$ cat config.mk
export PLATFORM = sky130hd
export DESIGN_NAME = spi_slave_mf
export DESIGN_NICKNAME = d
export VERILOG_FILES = /design/src/rtl/spi_slave_pkg.sv /design/src/rtl/spi_slave_ctrl.sv /design/src/rtl/spi_slave_dp.sv /design/src/rtl/spi_slave_mf.sv
export SDC_FILE = /design/constraint.sdc
export NUM_CORES = 1
export LEC_CHECK = 0
export ABC_AREA = 0
export BUFFER_PORTS_ARGS = -buffer_cell sky130_fd_sc_hd__clkbuf_2
export CELL_PAD_IN_SITES_DETAIL_PLACEMENT = 2
export CELL_PAD_IN_SITES_GLOBAL_PLACEMENT = 2
export CORE_ASPECT_RATIO = 1.5
export CORE_MARGIN = 2
export CORE_UTILIZATION = 41
export DETAILED_ROUTE_END_ITERATION = 10
export PLACE_DENSITY = 0.81
export SYNTH_ARGS = -nofsm -noshare
export SYNTH_HDL_FRONTEND = slang
export SYNTH_SLANG_ARGS = --single-unit
$ cat constraint.sdc
create_clock -name clk -period 4.8 [get_ports clk]
set_clock_uncertainty 0.1 [all_clocks]
set_input_delay 0.96 -clock clk [delete_from_list [all_inputs] [get_ports clk]]
set_output_delay 0.96 -clock clk [all_outputs]
set_load 0.05 [all_outputs]
$ cat src/rtl/spi_slave_pkg.sv
`timescale 1ns/1ps
package spi_slave_pkg;
  localparam logic [1:0] ADDR_CTRL = 2'd0;
  localparam logic [1:0] ADDR_STAT = 2'd1;
  localparam logic [1:0] ADDR_DATA = 2'd2;

  // configuration register, bit0 = enable ... bit5 = errIe
  typedef struct packed {
    logic errIe;
    logic rxIe;
    logic txIe;
    logic cpol;
    logic cpha;
    logic enable;
  } ctrlReg_t;

  // strobes from the serial control to the datapath
  typedef struct packed {
    logic loadTx;
    logic shiftOut;
    logic sampleIn;
    logic complete;
    logic fault;
  } engStrobe_t;
endpackage

$ cat src/rtl/spi_slave_ctrl.sv
`timescale 1ns/1ps
module spi_slave_ctrl
  import spi_slave_pkg::*;
#(
  parameter int DATA_W      = 8,
  parameter int SYNC_STAGES = 2
) (
  input  logic       clk,
  input  logic       rstN,
  input  logic       selN,
  input  logic       sclk,
  input  logic       mosi,
  input  logic       enable,
  input  logic       cpha,
  input  logic       cpol,
  output engStrobe_t stb,
  output logic       selected,
  output logic       mosiBit
);
  localparam int CNT_W = (DATA_W > 1) ? $clog2(DATA_W) : 1;
  localparam logic [CNT_W-1:0] LAST_BIT = CNT_W'(DATA_W - 1);

  logic [SYNC_STAGES-1:0] selPipe, sclkPipe, mosiPipe;
  logic selS, sclkS, selPrev, sclkPrev;
  logic sclkRise, sclkFall, leadEdge, trailEdge, selFall, selRise;
  logic active;
  logic [CNT_W-1:0] bitCnt;

  always_ff @(posedge clk or negedge rstN) begin
    if (!rstN) begin
      selPipe  <= '1;
      sclkPipe <= '0;
      mosiPipe <= '0;
      selPrev  <= 1'b1;
      sclkPrev <= 1'b0;
    end else begin
      selPipe  <= {selPipe[SYNC_STAGES-2:0], selN};
      sclkPipe <= {sclkPipe[SYNC_STAGES-2:0], sclk};
      mosiPipe <= {mosiPipe[SYNC_STAGES-2:0], mosi};
      selPrev  <= selS;
      sclkPrev <= sclkS;
    end
  end

  assign selS    = selPipe[SYNC_STAGES-1];
  assign sclkS   = sclkPipe[SYNC_STAGES-1];
  assign mosiBit = mosiPipe[SYNC_STAGES-1];

  assign sclkRise  = sclkS & ~sclkPrev;
  assign sclkFall  = ~sclkS & sclkPrev;
  assign leadEdge  = cpol ? sclkFall : sclkRise;
  assign trailEdge = cpol ? sclkRise : sclkFall;
  assign selFall   = ~selS & selPrev;
  assign selRise   = selS & ~selPrev;
  assign selected  = enable & ~selS;

  always_comb begin
    stb.loadTx   = enable & ((~cpha & selFall) | (cpha & ~selS & ~active & leadEdge));
    stb.sampleIn = enable & active & ~selS & (cpha ? trailEdge : leadEdge);
    stb.shiftOut = enable & active & ~selS & (cpha ? leadEdge : trailEdge);
    stb.complete = stb.sampleIn & (bitCnt == LAST_BIT);
    stb.fault    = enable & active & selRise;
  end

  always_ff @(posedge clk or negedge rstN) begin
    if (!rstN) begin
      active <= 1'b0;
      bitCnt <= '0;
    end else begin
      if (!enable || stb.fault || stb.complete) active <= 1'b0;
      else if (stb.loadTx)                      active <= 1'b1;
      if (stb.loadTx || stb.complete || !enable) bitCnt <= '0;
      else if (stb.sampleIn)                     bitCnt <= bitCnt + 1'b1;
    end
  end

  // a byte is only loaded into an idle engine
  p_load_idle_r3: assert property (@(posedge clk) disable iff (!rstN)
    stb.loadTx |-> !active);
  // a deselected engine is idle on the next cycle
  p_deselect_idle_r4: assert property (@(posedge clk) disable iff (!rstN)
    selS |=> !active);
  // a completed byte is never also a fault
  p_done_not_fault_r5: assert property (@(posedge clk) disable iff (!rstN)
    !(stb.complete && stb.fault));
endmodule

$ cat src/rtl/spi_slave_dp.sv
`timescale 1ns/1ps
module spi_slave_dp
  import spi_slave_pkg::*;
#(
  parameter int DATA_W = 8
) (
  input  logic              clk,
  input  logic              rstN,
  input  engStrobe_t        stb,
  input  logic              mosiBit,
  input  logic              selected,
  input  logic [1:0]        regSel,
  input  logic              regWr,
  input  logic              regRd,
  input  logic [DATA_W-1:0] wrData,
  output logic [DATA_W-1:0] rdData,
  output ctrlReg_t          cfg,
  output logic              misoOut,
  output logic              misoOe,
  output logic              txIrq,
  output logic              rxIrq,
  output logic              errIrq
);
  localparam int CFG_W = $bits(ctrlReg_t);

  logic [DATA_W-1:0] txShift, rxShift, txData, rxData, rxByte;
  ctrlReg_t ctrlQ;
  logic txEmpty, rxFull, ovr, modeFault, mfArmed, ovrArmed;
  logic wrCtrl, wrTx, rdStat, rdRx;

  assign wrCtrl = regWr & (regSel == ADDR_CTRL);
  assign wrTx   = regWr & (regSel == ADDR_DATA);
  assign rdStat = regRd & (regSel == ADDR_STAT);
  assign rdRx   = regRd & (regSel == ADDR_DATA);
  assign rxByte = {rxShift[DATA_W-2:0], mosiBit};

  always_ff @(posedge clk or negedge rstN) begin
    if (!rstN) begin
      txShift <= '0;
      rxShift <= '0;
    end else begin
      if (stb.loadTx)        txShift <= txData;
      else if (stb.shiftOut) txShift <= {txShift[DATA_W-2:0], 1'b0};
      if (stb.sampleIn)      rxShift <= rxByte;
    end
  end

  always_ff @(posedge clk or negedge rstN) begin
    if (!rstN) begin
      ctrlQ     <= '0;
      txData    <= '0;
      rxData    <= '0;
      txEmpty   <= 1'b1;
      rxFull    <= 1'b0;
      ovr       <= 1'b0;
      modeFault <= 1'b0;
      mfArmed   <= 1'b0;
      ovrArmed  <= 1'b0;
    end else begin
      if (wrCtrl) ctrlQ <= wrData[CFG_W-1:0];
      if (wrTx) begin
        txData  <= wrData;
        txEmpty <= 1'b0;
      end else if (stb.loadTx) begin
        txEmpty <= 1'b1;
      end
      // receive and overrun
      if (stb.complete && rxFull) begin
        ovr <= 1'b1;
      end else begin
        if (stb.complete) begin
          rxData <= rxByte;
          rxFull <= 1'b1;
        end else if (rdRx) begin
          rxFull <= 1'b0;
        end
        if (rdRx && ovrArmed) ovr <= 1'b0;
      end
      if (rdStat && ovr) ovrArmed <= 1'b1;
      else if (rdRx)     ovrArmed <= 1'b0;
      // mode fault with guarded clear
      if (stb.fault)                 modeFault <= 1'b1;
      else if (wrCtrl && mfArmed)    modeFault <= 1'b0;
      if (rdStat && modeFault)       mfArmed <= 1'b1;
      else if (wrCtrl)               mfArmed <= 1'b0;
    end
  end

  always_comb begin
    rdData = '0;
    case (regSel)
      ADDR_CTRL: rdData[CFG_W-1:0] = ctrlQ;
      ADDR_STAT: rdData[3:0] = {modeFault, ovr, rxFull, txEmpty};
      ADDR_DATA: rdData = rxData;
      default:   rdData = '0;
    endcase
  end

  assign cfg     = ctrlQ;
  assign misoOe  = selected;
  assign misoOut = selected & txShift[DATA_W-1];
  assign txIrq   = txEmpty & ctrlQ.txIe & ctrlQ.enable;
  assign rxIrq   = rxFull & ctrlQ.rxIe;
  assign errIrq  = ctrlQ.errIe & (ovr | modeFault);

  // only a configuration write alters the configuration
  p_ctrl_kept_r6: assert property (@(posedge clk) disable iff (!rstN)
    !wrCtrl |=> $stable(ctrlQ));
  // a fault detected during the clearing write keeps the flag
  p_mf_guard_r7: assert property (@(posedge clk) disable iff (!rstN)
    stb.fault |=> modeFault);
  // an overrun keeps the earlier byte
  p_ovr_hold_r8: assert property (@(posedge clk) disable iff (!rstN)
    (stb.complete && rxFull) |=> (ovr && $stable(rxData)));
  // loading the shift register refills txEmpty
  p_tx_reload_r9: assert property (@(posedge clk) disable iff (!rstN)
    (stb.loadTx && !wrTx) |=> txEmpty);
endmodule

$ cat src/rtl/spi_slave_mf.sv
`timescale 1ns/1ps
module spi_slave_mf
  import spi_slave_pkg::*;
#(
  parameter int DATA_W      = 8,
  parameter int SYNC_STAGES = 2
) (
  input  logic              clk,
  input  logic              rstN,
  input  logic              selN,
  input  logic              sclk,
  input  logic              mosi,
  output logic              misoOut,
  output logic              misoOe,
  input  logic [1:0]        regSel,
  input  logic              regWr,
  input  logic              regRd,
  input  logic [DATA_W-1:0] wrData,
  output logic [DATA_W-1:0] rdData,
  output logic              txIrq,
  output logic              rxIrq,
  output logic              errIrq
);
  engStrobe_t stb;
  ctrlReg_t   cfg;
  logic       selected, mosiBit;

  spi_slave_ctrl #(.DATA_W(DATA_W), .SYNC_STAGES(SYNC_STAGES)) u_ctrl (
    .clk(clk), .rstN(rstN), .selN(selN), .sclk(sclk), .mosi(mosi),
    .enable(cfg.enable), .cpha(cfg.cpha), .cpol(cfg.cpol),
    .stb(stb), .selected(selected), .mosiBit(mosiBit)
  );

  spi_slave_dp #(.DATA_W(DATA_W)) u_dp (
    .clk(clk), .rstN(rstN), .stb(stb), .mosiBit(mosiBit), .selected(selected),
    .regSel(regSel), .regWr(regWr), .regRd(regRd), .wrData(wrData),
    .rdData(rdData), .cfg(cfg), .misoOut(misoOut), .misoOe(misoOe),
    .txIrq(txIrq), .rxIrq(rxIrq), .errIrq(errIrq)
  );
endmodule

# Word level (Yosys, flattened, before mapping)
# Index checks and enable logic that the tools add are counted.
# classes
add_sub_neg	1
n_eq_ne	3
n_mux	23
bitwise_logic	34
reduce_logical	22
# ops
operator	count
bitwise AND 1 bit	25
nonzero test 2 bit	9
2-to-1 mux 1 bit	16
2-to-1 mux 8 bit	2
one-hot mux 4 bit (3 select lines)	1
inverter 1 bit	7
2-to-1 mux 3 bit	2
logical AND 1 bit	5
logical OR 1 bit	4
one-hot mux 2 bit (2 select lines)	1
AND reduction 2 bit	2
adder 3 x 1 -> 3 bit, second input constant	1
equality test 3 bit, second input constant	1
equality test 2 x 1 -> 1 bit, second input constant	1
equality test 2 bit, second input constant	1
zero test 2 bit	1
2-to-1 mux 2 bit	1
bitwise OR 1 bit	2
zero test 1 bit	1
# totals
reg_bits	55
in_bits	17
output_inout_bits	13

# Longest topological paths before layout
# Gate-level depths: netlist of the first run.
# depth
depth_word	9
mapped_depth	6

# Cells and area by module
# From an unflattened synthesis of the first run, not the netlist that was laid out.
# hier_totals
cells_unflattened	208
hier_area_um2	2571.2
# modules_own_cells
mod	instances	cells_per_inst	area_each_um2	seq_area_each_um2
spi_slave_dp	1	145	1921.8	1077.3
spi_slave_ctrl	1	63	649.4	304.0

# Worst setup path after synthesis of the first run
# No wires, ideal clock.
# synth_path
path_kind	input to output
startpoint	in regSel[0]
endpoint	out rdData[0]
arrival_ns	2.498
slack_ns	1.242
cell_stages	3
cell_sequence	clkbuf_1 -> mux2i_1 -> o21ai_0
# synth_between
elab_chain_cells	2
word_cells_on_any_way	4
cone_classes	2 x eq/ne; 1 x mux; 1 x reduce/logical
# synth_rtl
item	line	rtl
from (decl)	spi_slave_mf.sv:15	input logic [1:0] regSel,
equality test 2 bit, or another cell as far along	spi_slave_dp.sv:91	case (regSel)
one-hot mux 4 bit (3 select lines) *	spi_slave_dp.sv:91	
to (decl)	spi_slave_mf.sv:19	output logic [DATA_W-1:0] rdData,
# Mark *: on every way between the ends. The rest lies on a longest branch, timed or not.

# Final worst setup path of the first run
# layout_path
startpoint	in regSel[1]
endpoint	out rdData[2]
# The elaborated chain is that of the path after synthesis.

==> metrics.txt, run 1 <==
# TYPE chip_impl_metric gauge
chip_impl_metric{name="drt_wl_total",unit="µm"} 5860
chip_impl_metric{name="timing.fmax",unit="GHz"} 0.303
chip_impl_metric{name="detail_route.drc_violations",unit=""} 0
chip_impl_info{name="rsz0062_at_grt",value="false"} 1
chip_impl_metric{name="synth-seq-cells",unit=""} 55
chip_impl_metric{name="synth-edff-count",unit=""} 0
chip_impl_metric{name="drive_gt1_frac",unit=""} 0.314
chip_impl_metric{name="required",unit="ns"} 3.74
chip_impl_info{name="layout.cells.most_common_list",value="dfrtp_1 (51), clkbuf_2 (29), mux2_2 (28), o21ai_0 (17)"} 1
chip_impl_metric{name="arrival_time_at_the_worst_endpoint",unit="ns"} 2.24
chip_impl_metric{name="dr_total_vias",unit=""} 1752
chip_impl_info{name="timing.rr.end",value="u_dp.rxData[4]$_DFFE_PN0P_"} 1
chip_impl_metric{name="synth_async_sr_flop_share",unit=""} 1.00
chip_impl_info{name="cp_common_cell",value="clkbuf_2"} 1
chip_impl_metric{name="nFillCells",unit=""} 617
chip_impl_info{name="main_area_contributors_after_synthesis",value="dfrtp_1 (52%), mux2_2 (13%), dfstp_2 (4.3%)"} 1
chip_impl_metric{name="critPathMaxStageDelay",unit="ns"} 0.50
chip_impl_metric{name="synth_area",unit="µm²"} 2460
chip_impl_metric{name="dieArea",unit="µm²"} 6660
chip_impl_info{name="worst_setup_path_end_kind",value="output pin"} 1
chip_impl_info{name="min_to",value="u_ctrl.mosiPipe[1]$_DFF_PN0_"} 1
chip_impl_info{name="min-delay-path-class",value="register to register"} 1
chip_impl_metric{name="hold_violation_total_from_the_final_report",unit=""} 0
chip_impl_metric{name="postSynthAreaPerCell",unit="µm²"} 12.1
chip_impl_metric{name="gp_congestion",unit=""} 0.738
chip_impl_info{name="timing.critical_path.cells",value="clkbuf_2 > inv_1 > nor2_1 > nand2_1 > o21ai_0 > clkbuf_2"} 1
chip_impl_metric{name="detail_route.first_pass.iterations",unit=""} 4
chip_impl_info{name="cts_root_buffer",value="clkbuf_8"} 1
chip_impl_metric{name="powerDensity",unit="nW/µm²"} 391
chip_impl_metric{name="grt_util_all_layers",unit=""} 0.197
chip_impl_metric{name="largest_vdd_supply_drop",unit="mV"} 0.179
chip_impl_metric{name="cts.reportedPaths.clkPinSlew",unit="ns"} 0.10
chip_impl_metric{name="hold-path-cell-count",unit=""} 0
chip_impl_info{name="synth_area_leader_cell",value="dfrtp_1"} 1
chip_impl_metric{name="finalSetupViolations",unit=""} 0
chip_impl_metric{name="ff_latch_area",unit="µm²"} 1380
chip_impl_metric{name="post_cts_resize_count",unit=""} 0
chip_impl_info{name="outcome",value="completed"} 1
chip_impl_info{name="timing.critical_path.max_delay_family",value="simple AND/OR/NAND/NOR gates"} 1
chip_impl_metric{name="antenna_found_initial",unit=""} 0
chip_impl_metric{name="finalCriticalPeriod",unit="ns"} 3.30
chip_impl_metric{name="synth_cells",unit=""} 203
chip_impl_metric{name="die-height",unit="µm"} 99.0
chip_impl_metric{name="drtAntennaViolNets",unit=""} 0
chip_impl_metric{name="portBuffers",unit=""} 29
chip_impl_metric{name="cts_made_buffers",unit=""} 5
chip_impl_metric{name="yosysTopAreaCellShare",unit=""} 0.518
chip_impl_metric{name="reg2reg_path_depth",unit=""} 4
chip_impl_info{name="yosys_most_used_dff",value="dfrtp_1"} 1
chip_impl_metric{name="layout.nets",unit=""} 254
chip_impl_metric{name="placeableCoreArea",unit="µm²"} 5790
chip_impl_metric{name="start_util",unit=""} 0.426
chip_impl_metric{name="grt_max_degree",unit=""} 56
chip_impl_metric{name="cellLeakagePower",unit="nW"} 1.27
chip_impl_metric{name="routed_via_density",unit=""} 5.69
chip_impl_metric{name="path_buf_inv",unit=""} 3
chip_impl_metric{name="postCtsSetupBuffers",unit=""} 0
chip_impl_metric{name="numClockSinks",unit=""} 55
chip_impl_metric{name="synth_sequential_area_ratio",unit=""} 0.560
chip_impl_metric{name="drtIter0Drc",unit=""} 64
chip_impl_metric{name="avgRoutedWirePerCell",unit="µm"} 19.0
chip_impl_metric{name="worstSkewPairLatency",unit="ns"} 0.31
chip_impl_metric{name="insertedDiodeCount",unit=""} 0
chip_impl_info{name="worst_r2r_startpoint",value="u_dp.cfg[1]$_DFFE_PN0N_"} 1
chip_impl_metric{name="fin_crit_sh",unit=""} 0.687
chip_impl_metric{name="number_of_different_library_cells_in_the_post_synthesis_netlist",unit=""} 37
chip_impl_metric{name="finish.utilization",unit=""} 0.481
chip_impl_metric{name="cts_hold_repair.buffers",unit=""} 0
chip_impl_info{name="ws_path_type",value="input pin to output pin"} 1
chip_impl_metric{name="crit_fanout",unit=""} 9
chip_impl_metric{name="top_level_ports",unit=""} 30
chip_impl_info{name="worst_setup_path_start_kind",value="input pin"} 1
chip_impl_metric{name="setup_tns",unit="ns"} 0
chip_impl_info{name="worst_path_cell_with_the_longest_stage_delay",value="nor2_1"} 1
chip_impl_metric{name="area.growth.synth_to_final",unit="%"} 12.9
chip_impl_metric{name="drv_cap",unit=""} 0
chip_impl_metric{name="grt_overflow",unit=""} 0
chip_impl_metric{name="reg2reg_setup_slack",unit="ns"} 2.32
chip_impl_metric{name="cts-htree-levels",unit=""} 2
chip_impl_metric{name="fin_area",unit="µm²"} 2780
chip_impl_metric{name="multiInputGateArea",unit="µm²"} 1050
chip_impl_info{name="mostFrequentLayoutCell",value="dfrtp_1"} 1
chip_impl_metric{name="grt_first_pass_wirelength",unit="µm"} 9930
chip_impl_metric{name="dp_hpwl",unit="µm"} 4300
chip_impl_metric{name="cts_buffer_depth",unit=""} 2
chip_impl_metric{name="synth_warnings",unit=""} 0
chip_impl_metric{name="worst_slew_pin_slew",unit="ns"} 0.887
chip_impl_metric{name="die_w",unit="µm"} 67.3
chip_impl_info{name="tritoncts",value="done"} 1
chip_impl_metric{name="synthesis.nets",unit=""} 222
chip_impl_info{name="launch_instance_of_the_worst_min_delay_path",value="u_ctrl.mosiPipe[0]$_DFF_PN0_"} 1
chip_impl_metric{name="grt_pass1_vias",unit=""} 1961
chip_impl_metric{name="post_dp_cell_area",unit="µm²"} 2690
chip_impl_metric{name="maxSlewViolCount",unit=""} 0
chip_impl_metric{name="std_cell_rows",unit=""} 34
chip_impl_metric{name="timing.max_slew.rel_slack",unit=""} 0.409
## worst reg2reg max path: cells and delay by family (launching register included)
family | cells | cell delay [ns]
xor+xnor | 1 | 0.36
simple gates | 1 | 0.59
mux | 2 | 0.79
flops | 1 | 0.52
## sequential cells by signal (all words and copies together), names as in the netlist, 2 cells and up
signal	count
u_dp.rxData	8
u_ctrl.mosiPipe	2
u_ctrl.sclkPipe	2
u_dp.txData	8
u_ctrl.bitCnt	3
u_dp.cfg	6
u_dp.txShift	8
u_ctrl.selPipe	2
u_dp.rxShift	7
## cells by family (layout without fill, tap and decap cells)
kind of cell / count (synthesis) / after routing / share of synthesized area
DFF: 55 / 55 / 0.560
and+or+nand+nor: 51 / 51 / 0.120
AOI/OAI and AO/OA: 50 / 50 / 0.129
muxes: 36 / 36 / 0.162
buffers and inverters: 8 / 41 / 0.0137
adders and majority gates: 2 / 2 / 0.0102
xor gates and xnor gates: 1 / 1 / 0.00355
## Yosys cell counts (all sizes together), types with 2 or more instances
cell type and count:
a32o 2, a21oi 12, a22o 2, ha 2, dfstp 4, o21a 2, dfrtp 51, nor2b 2
nor2 8, inv 3, nand4b 2, nand2b 4, nand3 9, nand2 12, mux2i 7, and2 6
clkbuf 4, nand3b 2, a31oi 10, o21ai 17, mux2 29
## power breakdown
part | switching, mW | internal (mW) | total [mW]
clock | 0.154 | 0.118 | 0.273
sequential | 0.0552 | 0.534 | 0.589
combinational | 0.137 | 0.0895 | 0.226
## per-stage QoR
| step | hold slack, ns | instances | power, mW | setup WS (ns) |
|---|---|---|---|---|
| finish | 0.258 | 308 | 1.09 | 1.50 |
| global route | 0.274 | 308 | 1.15 | 1.28 |
| CTS | 0.264 | 308 | 1.11 | 1.46 |
| detailed placement | 0.240 | 300 | 0.829 | 1.46 |
| global placement | 0.235 | 300 | 0.815 | 1.56 |
| floorplan | 0.231 | 203 | 0.750 | 1.24 |
## worst max-delay path by stage
stage	start	endpoint	slack, ns	cells after the start
floorplan	regSel[0]	rdData[0]	1.24	3
global placement	regSel[1]	rdData[2]	1.56	6
detailed placement	regSel[1]	rdData[2]	1.46	6
CTS	regSel[1]	rdData[2]	1.46	6
global route	regSel[1]	rdData[2]	1.28	6
finish	regSel[1]	rdData[2]	1.50	6
## final cells by class
cell class              count  area share
clock buffers               6      0.0297
clock inverters             2     0.00584
inverters                   3     0.00404
multi-input cells         140       0.377
flip-flops and latches     55       0.496
well taps                  72      0.0324
repair buffers             30      0.0548
## per-layer routing
| layer | vias up | routed length (µm) | GRT usage |
|---|---|---|---|
| li1 | 807 | - | - |
| met1 | 911 | 2410 | 0.243 |
| met2 | 26 | 3250 | 0.346 |
| met3 | 8 | 123 | 0.0274 |
| met4 | 0 | 78 | 0.0659 |
| met5 | - | 0 | 0 |
Power figures use the tool's default switching activity.
==> run 2, diff against run 1 <==
Settings changed: CORE_UTILIZATION 41 to 39, PLACE_DENSITY 0.81 to 0.78.
Clock period 4.8 ns to 3.1 ns, I/O delays scaled along.
==> metrics.txt, run 2 (same netlist as run 1, synthesis figures left out) <==
# TYPE chip_impl_metric gauge
chip_impl_metric{name="cts.reportedPaths.clkPinSlew",unit="ns"} 0.10
chip_impl_metric{name="portBuffers",unit=""} 29
chip_impl_metric{name="drtAntennaViolNets",unit=""} 0
chip_impl_info{name="cts_root_buffer",value="clkbuf_8"} 1
chip_impl_metric{name="grt_max_degree",unit=""} 56
chip_impl_metric{name="path_buf_inv",unit=""} 3
chip_impl_metric{name="nFillCells",unit=""} 648
chip_impl_metric{name="cellLeakagePower",unit="nW"} 1.27
chip_impl_metric{name="arrival_time_at_the_worst_endpoint",unit="ns"} 1.85
chip_impl_info{name="tritoncts",value="done"} 1
chip_impl_metric{name="setup_tns",unit="ns"} 0
chip_impl_metric{name="dieArea",unit="µm²"} 6990
chip_impl_metric{name="detail_route.drc_violations",unit=""} 0
chip_impl_metric{name="area.growth.synth_to_final",unit="%"} 13.6
chip_impl_info{name="layout.cells.most_common_list",value="dfrtp_1 (51), clkbuf_2 (29), mux2_2 (28), o21ai_0 (17)"} 1
chip_impl_metric{name="grt_pass1_vias",unit=""} 1934
chip_impl_metric{name="post_cts_resize_count",unit=""} 0
chip_impl_metric{name="finalCriticalPeriod",unit="ns"} 2.57
chip_impl_metric{name="drive_gt1_frac",unit=""} 0.318
chip_impl_metric{name="die-height",unit="µm"} 101
chip_impl_info{name="min-delay-path-class",value="register to register"} 1
chip_impl_metric{name="numClockSinks",unit=""} 55
chip_impl_info{name="worst_path_cell_with_the_longest_stage_delay",value="nor2_1"} 1
chip_impl_metric{name="grt_use_met1",unit=""} 0.236
chip_impl_metric{name="worstSkewPairLatency",unit="ns"} 0.31
chip_impl_metric{name="detail_route.first_pass.iterations",unit=""} 4
chip_impl_metric{name="fin_crit_sh",unit=""} 0.830
chip_impl_metric{name="dr_total_vias",unit=""} 1759
chip_impl_metric{name="drt_wl_total",unit="µm"} 5930
chip_impl_metric{name="start_util",unit=""} 0.402
chip_impl_metric{name="cts_made_buffers",unit=""} 5
chip_impl_metric{name="critPathMaxStageDelay",unit="ns"} 0.45
chip_impl_metric{name="die_w",unit="µm"} 68.9
chip_impl_metric{name="finish.utilization",unit=""} 0.457
chip_impl_metric{name="std_cell_rows",unit=""} 35
chip_impl_info{name="outcome",value="completed"} 1
chip_impl_metric{name="antenna_found_initial",unit=""} 0
chip_impl_metric{name="finalSetupViolations",unit=""} 0
chip_impl_metric{name="pre_cts_ws",unit="ns"} 0.487
chip_impl_metric{name="postCtsSetupBuffers",unit=""} 0
chip_impl_metric{name="powerDensity",unit="nW/µm²"} 601
chip_impl_metric{name="insertedDiodeCount",unit=""} 0
chip_impl_info{name="grt-busiest-layer",value="met2"} 1
chip_impl_info{name="worst_setup_path_start_kind",value="input pin"} 1
chip_impl_info{name="ws_path_type",value="input pin to output pin"} 1
chip_impl_metric{name="layout.nets",unit=""} 257
chip_impl_metric{name="grt_util_all_layers",unit=""} 0.194
chip_impl_metric{name="cts-htree-levels",unit=""} 2
chip_impl_metric{name="hold_violation_total_from_the_final_report",unit=""} 0
chip_impl_metric{name="top_level_ports",unit=""} 30
chip_impl_info{name="mostFrequentLayoutCell",value="dfrtp_1"} 1
chip_impl_metric{name="maxSlewViolCount",unit=""} 0
chip_impl_metric{name="drv_cap",unit=""} 0
chip_impl_metric{name="ff_latch_area",unit="µm²"} 1380
chip_impl_metric{name="grt_overflow",unit=""} 0
chip_impl_metric{name="gp_congestion",unit=""} 0.752
chip_impl_info{name="timing.critical_path.max_delay_family",value="buffers and inverters"} 1
chip_impl_info{name="largest_registers",value="u_dp.rxData: 8 flops, u_dp.txData: 8 flops, u_dp.txShift: 8 flops"} 1
chip_impl_metric{name="cts_hold_repair.buffers",unit=""} 0
chip_impl_metric{name="required",unit="ns"} 2.38
chip_impl_metric{name="cts_buffer_depth",unit=""} 2
chip_impl_info{name="cp_common_cell",value="clkbuf_2"} 1
chip_impl_metric{name="largest_vdd_supply_drop",unit="mV"} 0.284
chip_impl_metric{name="timing.fmax",unit="GHz"} 0.389
chip_impl_info{name="timing.critical_path.cells",value="clkbuf_2 > inv_1 > nor2_1 > nand2_1 > o21ai_0 > clkbuf_2"} 1
chip_impl_metric{name="grt_first_pass_wirelength",unit="µm"} 10000
chip_impl_metric{name="worst_slew_pin_slew",unit="ns"} 0.705
chip_impl_info{name="worst_setup_path_end_kind",value="output pin"} 1
chip_impl_metric{name="met2_grt_util",unit=""} 0.348
chip_impl_metric{name="dp_hpwl",unit="µm"} 4490
chip_impl_metric{name="setup_ws",unit="ns"} 0.527
chip_impl_metric{name="multiInputGateArea",unit="µm²"} 1050
chip_impl_metric{name="avgRoutedWirePerCell",unit="µm"} 18.9
chip_impl_metric{name="routed_via_density",unit=""} 5.62
chip_impl_metric{name="crit_fanout",unit=""} 9
chip_impl_info{name="rsz0062_at_grt",value="false"} 1
chip_impl_metric{name="placeableCoreArea",unit="µm²"} 6130
chip_impl_metric{name="drtIter0Drc",unit=""} 57
chip_impl_metric{name="timing.max_slew.rel_slack",unit=""} 0.530
chip_impl_metric{name="met3_global_route_usage",unit=""} 0.0322
run 2: cell types whose count changed in the layout (fill, tap and decap cells not counted), sizes merged:
cell	change
buf	+3
clkinv	-1
inv	+1
run 2: layer usage:
metal / share of wire / up-vias
met2: 0.56 / 23
li1: - / 810
met1: 0.41 / 922
met3: 0.029 / 4
met4: 0.0086 / 0
met5: 0 / -
run 2: layout make-up:
cell class              instances  share of cell area
clock buffers                   6              0.0259
flip-flops and latches         55               0.494
multi-input cells             140               0.375
repair buffers                 33              0.0626
clock inverters                 2             0.00581
well taps                      74              0.0331
inverters                       3             0.00402
run 2: final timing paths:
check / startpoint / endpoint / slack, ns / depth (start not counted)
max in group asynchronous: rstN / u_dp.rxShift[4]$_DFFE_PN0P_ / 2.09 / 2
setup / recovery: regSel[1] / rdData[2] / 0.53 / 6
min in group asynchronous: rstN / u_ctrl.mosiPipe[0]$_DFF_PN0_ / 0.33 / 2
hold / removal: u_ctrl.mosiPipe[0]$_DFF_PN0_ / u_ctrl.mosiPipe[1]$_DFF_PN0_ / 0.26 / 0
setup reg to reg: u_dp.cfg[2]$_DFFE_PN0N_ / u_dp.rxData[5]$_DFFE_PN0P_ / 0.66 / 4
hold reg to reg: u_ctrl.mosiPipe[0]$_DFF_PN0_ / u_ctrl.mosiPipe[1]$_DFF_PN0_ / 0.26 / 0
run 2: metrics by stage:
stage               hold slack [ns]  area (µm²)  instances  total power, mW
finish                        0.262        2800        313             1.68
global route                  0.271        2800        313             1.77
CTS                           0.267        2800        313             1.70
global placement              0.239        2710        305             1.27
floorplan                     0.224        2460        203             1.16
detailed placement            0.237        2710        305             1.29
run 2: where the power goes:
group          switching, mW  internal (mW)
sequential            0.0835          0.827
combinational          0.216          0.145
clock                  0.248          0.163
total                  0.547           1.14
==> run 3, diff against run 2 <==
Settings changed: ABC_AREA 0 to 1, CORE_UTILIZATION 39 to 31, PLACE_DENSITY 0.78 to 0.74.
Clock period 3.1 ns to 2.3 ns, I/O delays scaled along.
==> metrics.txt, run 3 <==
# TYPE chip_impl_metric gauge
chip_impl_metric{name="setup_tns",unit="ns"} 0
chip_impl_metric{name="synth_sequential_area_ratio",unit=""} 0.556
chip_impl_metric{name="drt_wl_total",unit="µm"} 6930
chip_impl_metric{name="drive_gt1_frac",unit=""} 0.180
chip_impl_metric{name="drtAntennaViolNets",unit=""} 0
chip_impl_metric{name="synth_async_sr_flop_share",unit=""} 1.00
chip_impl_metric{name="routed_via_density",unit=""} 4.70
chip_impl_metric{name="required",unit="ns"} 1.74
chip_impl_metric{name="placedCellCount",unit=""} 431
chip_impl_metric{name="synthesis.nets",unit=""} 316
chip_impl_info{name="tritoncts",value="done"} 1
chip_impl_metric{name="top_level_ports",unit=""} 30
chip_impl_metric{name="layout.nets",unit=""} 352
chip_impl_metric{name="placeableCoreArea",unit="µm²"} 7910
chip_impl_info{name="worst_setup_path_end_kind",value="output pin"} 1
chip_impl_metric{name="finalSetupViolations",unit=""} 0
chip_impl_info{name="yosys_most_used_dff",value="dfrtp_1"} 1
chip_impl_metric{name="numClockSinks",unit=""} 55
chip_impl_metric{name="grt_max_degree",unit=""} 56
chip_impl_info{name="rsz0062_at_grt",value="false"} 1
chip_impl_info{name="timing.critical_path.max_delay_family",value="flip-flops"} 1
chip_impl_metric{name="timing.critical_path.depth",unit=""} 3
chip_impl_metric{name="detail_route.drc_violations",unit=""} 0
chip_impl_metric{name="gp_congestion",unit=""} 0.782
chip_impl_metric{name="maxSlewViolCount",unit=""} 0
chip_impl_metric{name="synth_warnings",unit=""} 0
chip_impl_info{name="outcome",value="completed"} 1
chip_impl_metric{name="grt_overflow",unit=""} 0
chip_impl_info{name="timing.critical_path.cells",value="inv_1 > nor3_1 > clkbuf_2"} 1
chip_impl_info{name="worst_setup_path_start_kind",value="register"} 1
chip_impl_info{name="yosys.cell_count.top_type",value="nand2_1"} 1
chip_impl_metric{name="postSynthAreaPerCell",unit="µm²"} 8.36
chip_impl_metric{name="path_buf_inv",unit=""} 2
chip_impl_metric{name="synth-edff-count",unit=""} 0
chip_impl_info{name="mostFrequentLayoutCell",value="nand2_1"} 1
chip_impl_info{name="main_area_contributors_after_synthesis",value="dfrtp_1 (51%), nand2_1 (18%), inv_1 (5.1%)"} 1
chip_impl_metric{name="worst_slew_pin_slew",unit="ns"} 0.581
chip_impl_metric{name="finalCriticalPeriod",unit="ns"} 2.08
chip_impl_metric{name="cellLeakagePower",unit="nW"} 1.54
chip_impl_metric{name="dieArea",unit="µm²"} 8750
chip_impl_metric{name="portBuffers",unit=""} 29
chip_impl_metric{name="cts-htree-levels",unit=""} 2
chip_impl_metric{name="synth_area",unit="µm²"} 2480
chip_impl_metric{name="die_w",unit="µm"} 77.1
chip_impl_metric{name="dr_total_vias",unit=""} 2059
chip_impl_metric{name="critPathMaxStageDelay",unit="ns"} 0.53
chip_impl_metric{name="drv_cap",unit=""} 0
chip_impl_info{name="cts_root_buffer",value="clkbuf_16"} 1
chip_impl_metric{name="final_cells",unit=""} 438
chip_impl_metric{name="reg2reg_path_depth",unit=""} 8
chip_impl_metric{name="number_of_different_library_cells_in_the_post_synthesis_netlist",unit=""} 24
chip_impl_metric{name="timing.fmax",unit="GHz"} 0.480
chip_impl_metric{name="detail_route.first_pass.iterations",unit=""} 4
chip_impl_metric{name="crit_fanout",unit=""} 3
chip_impl_metric{name="dp_hpwl",unit="µm"} 5190
chip_impl_info{name="min-delay-path-class",value="input pin to async pin"} 1
chip_impl_info{name="synth.top_cells.by_count",value="nand2_1 (120), dfrtp_1 (51), inv_1 (34)"} 1
chip_impl_metric{name="synth-seq-cells",unit=""} 55
chip_impl_metric{name="yosysTopAreaCellShare",unit=""} 0.514
chip_impl_metric{name="std_cell_rows",unit=""} 40
chip_impl_metric{name="drtIter0Drc",unit=""} 62
chip_impl_metric{name="hold_violation_total_from_the_final_report",unit=""} 0
chip_impl_info{name="layout.cells.most_common_list",value="nand2_1 (120), dfrtp_1 (51), inv_1 (34), clkbuf_2 (29), o21ai_0 (17)"} 1
chip_impl_metric{name="insertedDiodeCount",unit=""} 0
chip_impl_info{name="ws_path_type",value="register to output pin"} 1
chip_impl_metric{name="synth_cells",unit=""} 297
chip_impl_metric{name="cts_made_buffers",unit=""} 5
chip_impl_metric{name="cts.reportedPaths.clkPinSlew",unit="ns"} 0.07
chip_impl_metric{name="arrival_time_at_the_worst_endpoint",unit="ns"} 1.52
chip_impl_metric{name="grt_first_pass_wirelength",unit="µm"} 12300
chip_impl_info{name="largest_registers",value="u_dp.rxData: 8 flops, u_dp.txData: 8 flops, u_dp.txShift: 8 flops"} 1
chip_impl_metric{name="fin_crit_sh",unit=""} 0.905
chip_impl_metric{name="cts_hold_repair.buffers",unit=""} 0
chip_impl_metric{name="grt_pass1_vias",unit=""} 2399
chip_impl_metric{name="cts_buffer_depth",unit=""} 2
chip_impl_metric{name="largest_vdd_supply_drop",unit="mV"} 0.476
chip_impl_metric{name="worstSkewPairLatency",unit="ns"} 0.30
chip_impl_metric{name="post_cts_resize_count",unit=""} 0
chip_impl_metric{name="powerDensity",unit="nW/µm²"} 871
chip_impl_metric{name="timing.max_slew.rel_slack",unit=""} 0.612
chip_impl_info{name="worst_path_cell_with_the_longest_stage_delay",value="dfstp_2"} 1
chip_impl_metric{name="area.growth.synth_to_final",unit="%"} 18.3
chip_impl_metric{name="start_util",unit=""} 0.314
chip_impl_info{name="synth_area_leader_cell",value="dfrtp_1"} 1
chip_impl_metric{name="die-height",unit="µm"} 114
chip_impl_metric{name="avgRoutedWirePerCell",unit="µm"} 15.8
chip_impl_metric{name="antenna_found_initial",unit=""} 0
chip_impl_metric{name="grt_util_all_layers",unit=""} 0.179
chip_impl_metric{name="postCtsSetupBuffers",unit=""} 0
[run 3: changes by cell type after synthesis, sizes merged, moves of 4 or more]
cell,before,now
nand2,12,123
inv,3,38
mux2,29,0
a21oi,12,2
a31oi,10,0
nand4,0,10
nand3,9,18
nor2,8,17
mux2i,7,0
and2,6,0
nand2b,4,0
[run 3: final cells by class]
type / count / area [µm²]
Inverter: 38 / 143
Multi-Input combinational cell: 198 / 916
Timing Repair Buffer: 35 / 203
Clock inverter: 2 / 37.5
Sequential cell: 55 / 1380
Tap cell: 105 / 131
Clock buffer: 5 / 125
Fill cell: 945 / 4970
[run 3: worst paths after layout]
| kind | end | slack, ns | from |
|---|---|---|---|
| setup / recovery | txIrq | 0.22 | u_dp.txEmpty$_DFFE_PN1P_ |
| hold / removal | u_dp.txData[7]$_DFFE_PN0P_ | 0.05 | rstN |
| setup reg to reg | u_ctrl.bitCnt[0]$_DFFE_PN0P_ | 0.51 | u_ctrl.sclkPipe[1]$_DFF_PN0_ |
| hold reg to reg | u_ctrl.mosiPipe[1]$_DFF_PN0_ | 0.26 | u_ctrl.mosiPipe[0]$_DFF_PN0_ |
| max in group asynchronous | u_dp.txEmpty$_DFFE_PN1P_ | 1.75 | rstN |
| min in group clk | u_ctrl.selPipe[0]$_DFF_PN1_ | 0.14 | selN |
[run 3: per-layer routing]
| metal | GRT usage | vias to the layer above | part of all wire |
|---|---|---|---|
| met5 | 0 | - | 0 |
| met4 | 0.0619 | 0 | 0.022 |
| met3 | 0.0301 | 8 | 0.019 |
| met2 | 0.344 | 23 | 0.57 |
| met1 | 0.198 | 1027 | 0.39 |
| li1 | - | 1001 | - |
[run 3: where the power goes]
part           switching (mW)  internal [mW]  total, mW
sequential             0.0938           1.12       1.21
combinational           0.331          0.149      0.480
clock                   0.357          0.508      0.865
total                   0.781           1.78       2.56
[run 3: worst register-to-register path, cell delays in order (launching register included)]
cell	delay (ns)
dfrtp_1	0.42
inv_1	0.09
nand3_1	0.11
nand3_2	0.14
nand3_1	0.44
nand2_1	0.21
nand2_1	0.07
inv_1	0.06
nor2_1	0.04
[run 3: cells by family (layout without fill, tap and decap cells)]
logic type	count (synthesis)	after routing	share of synthesized area
and+or+nand+nor	171	171	0.301
DFF	55	55	0.556
buffers and inverters	44	80	0.0746
AOI/OAI and AO/OA	25	25	0.0580
adders and majority gates	2	2	0.0101
[run 3: metrics by stage]
stage	total power [mW]	util	hold slack [ns]	worst slack [ns]	cell area [µm²]
5_1_grt	2.73	0.371	0.0714	0.148	2940
4_1_cts	2.60	0.371	0.0722	0.222	2940
6_report	2.56	0.371	0.0525	0.217	2940
3_5_place_dp	1.72	0.351	0.237	0.267	2770
2_1_floorplan	1.55	-	0.0644	0.104	2480
3_3_place_gp	1.69	0.351	0.238	0.295	2770
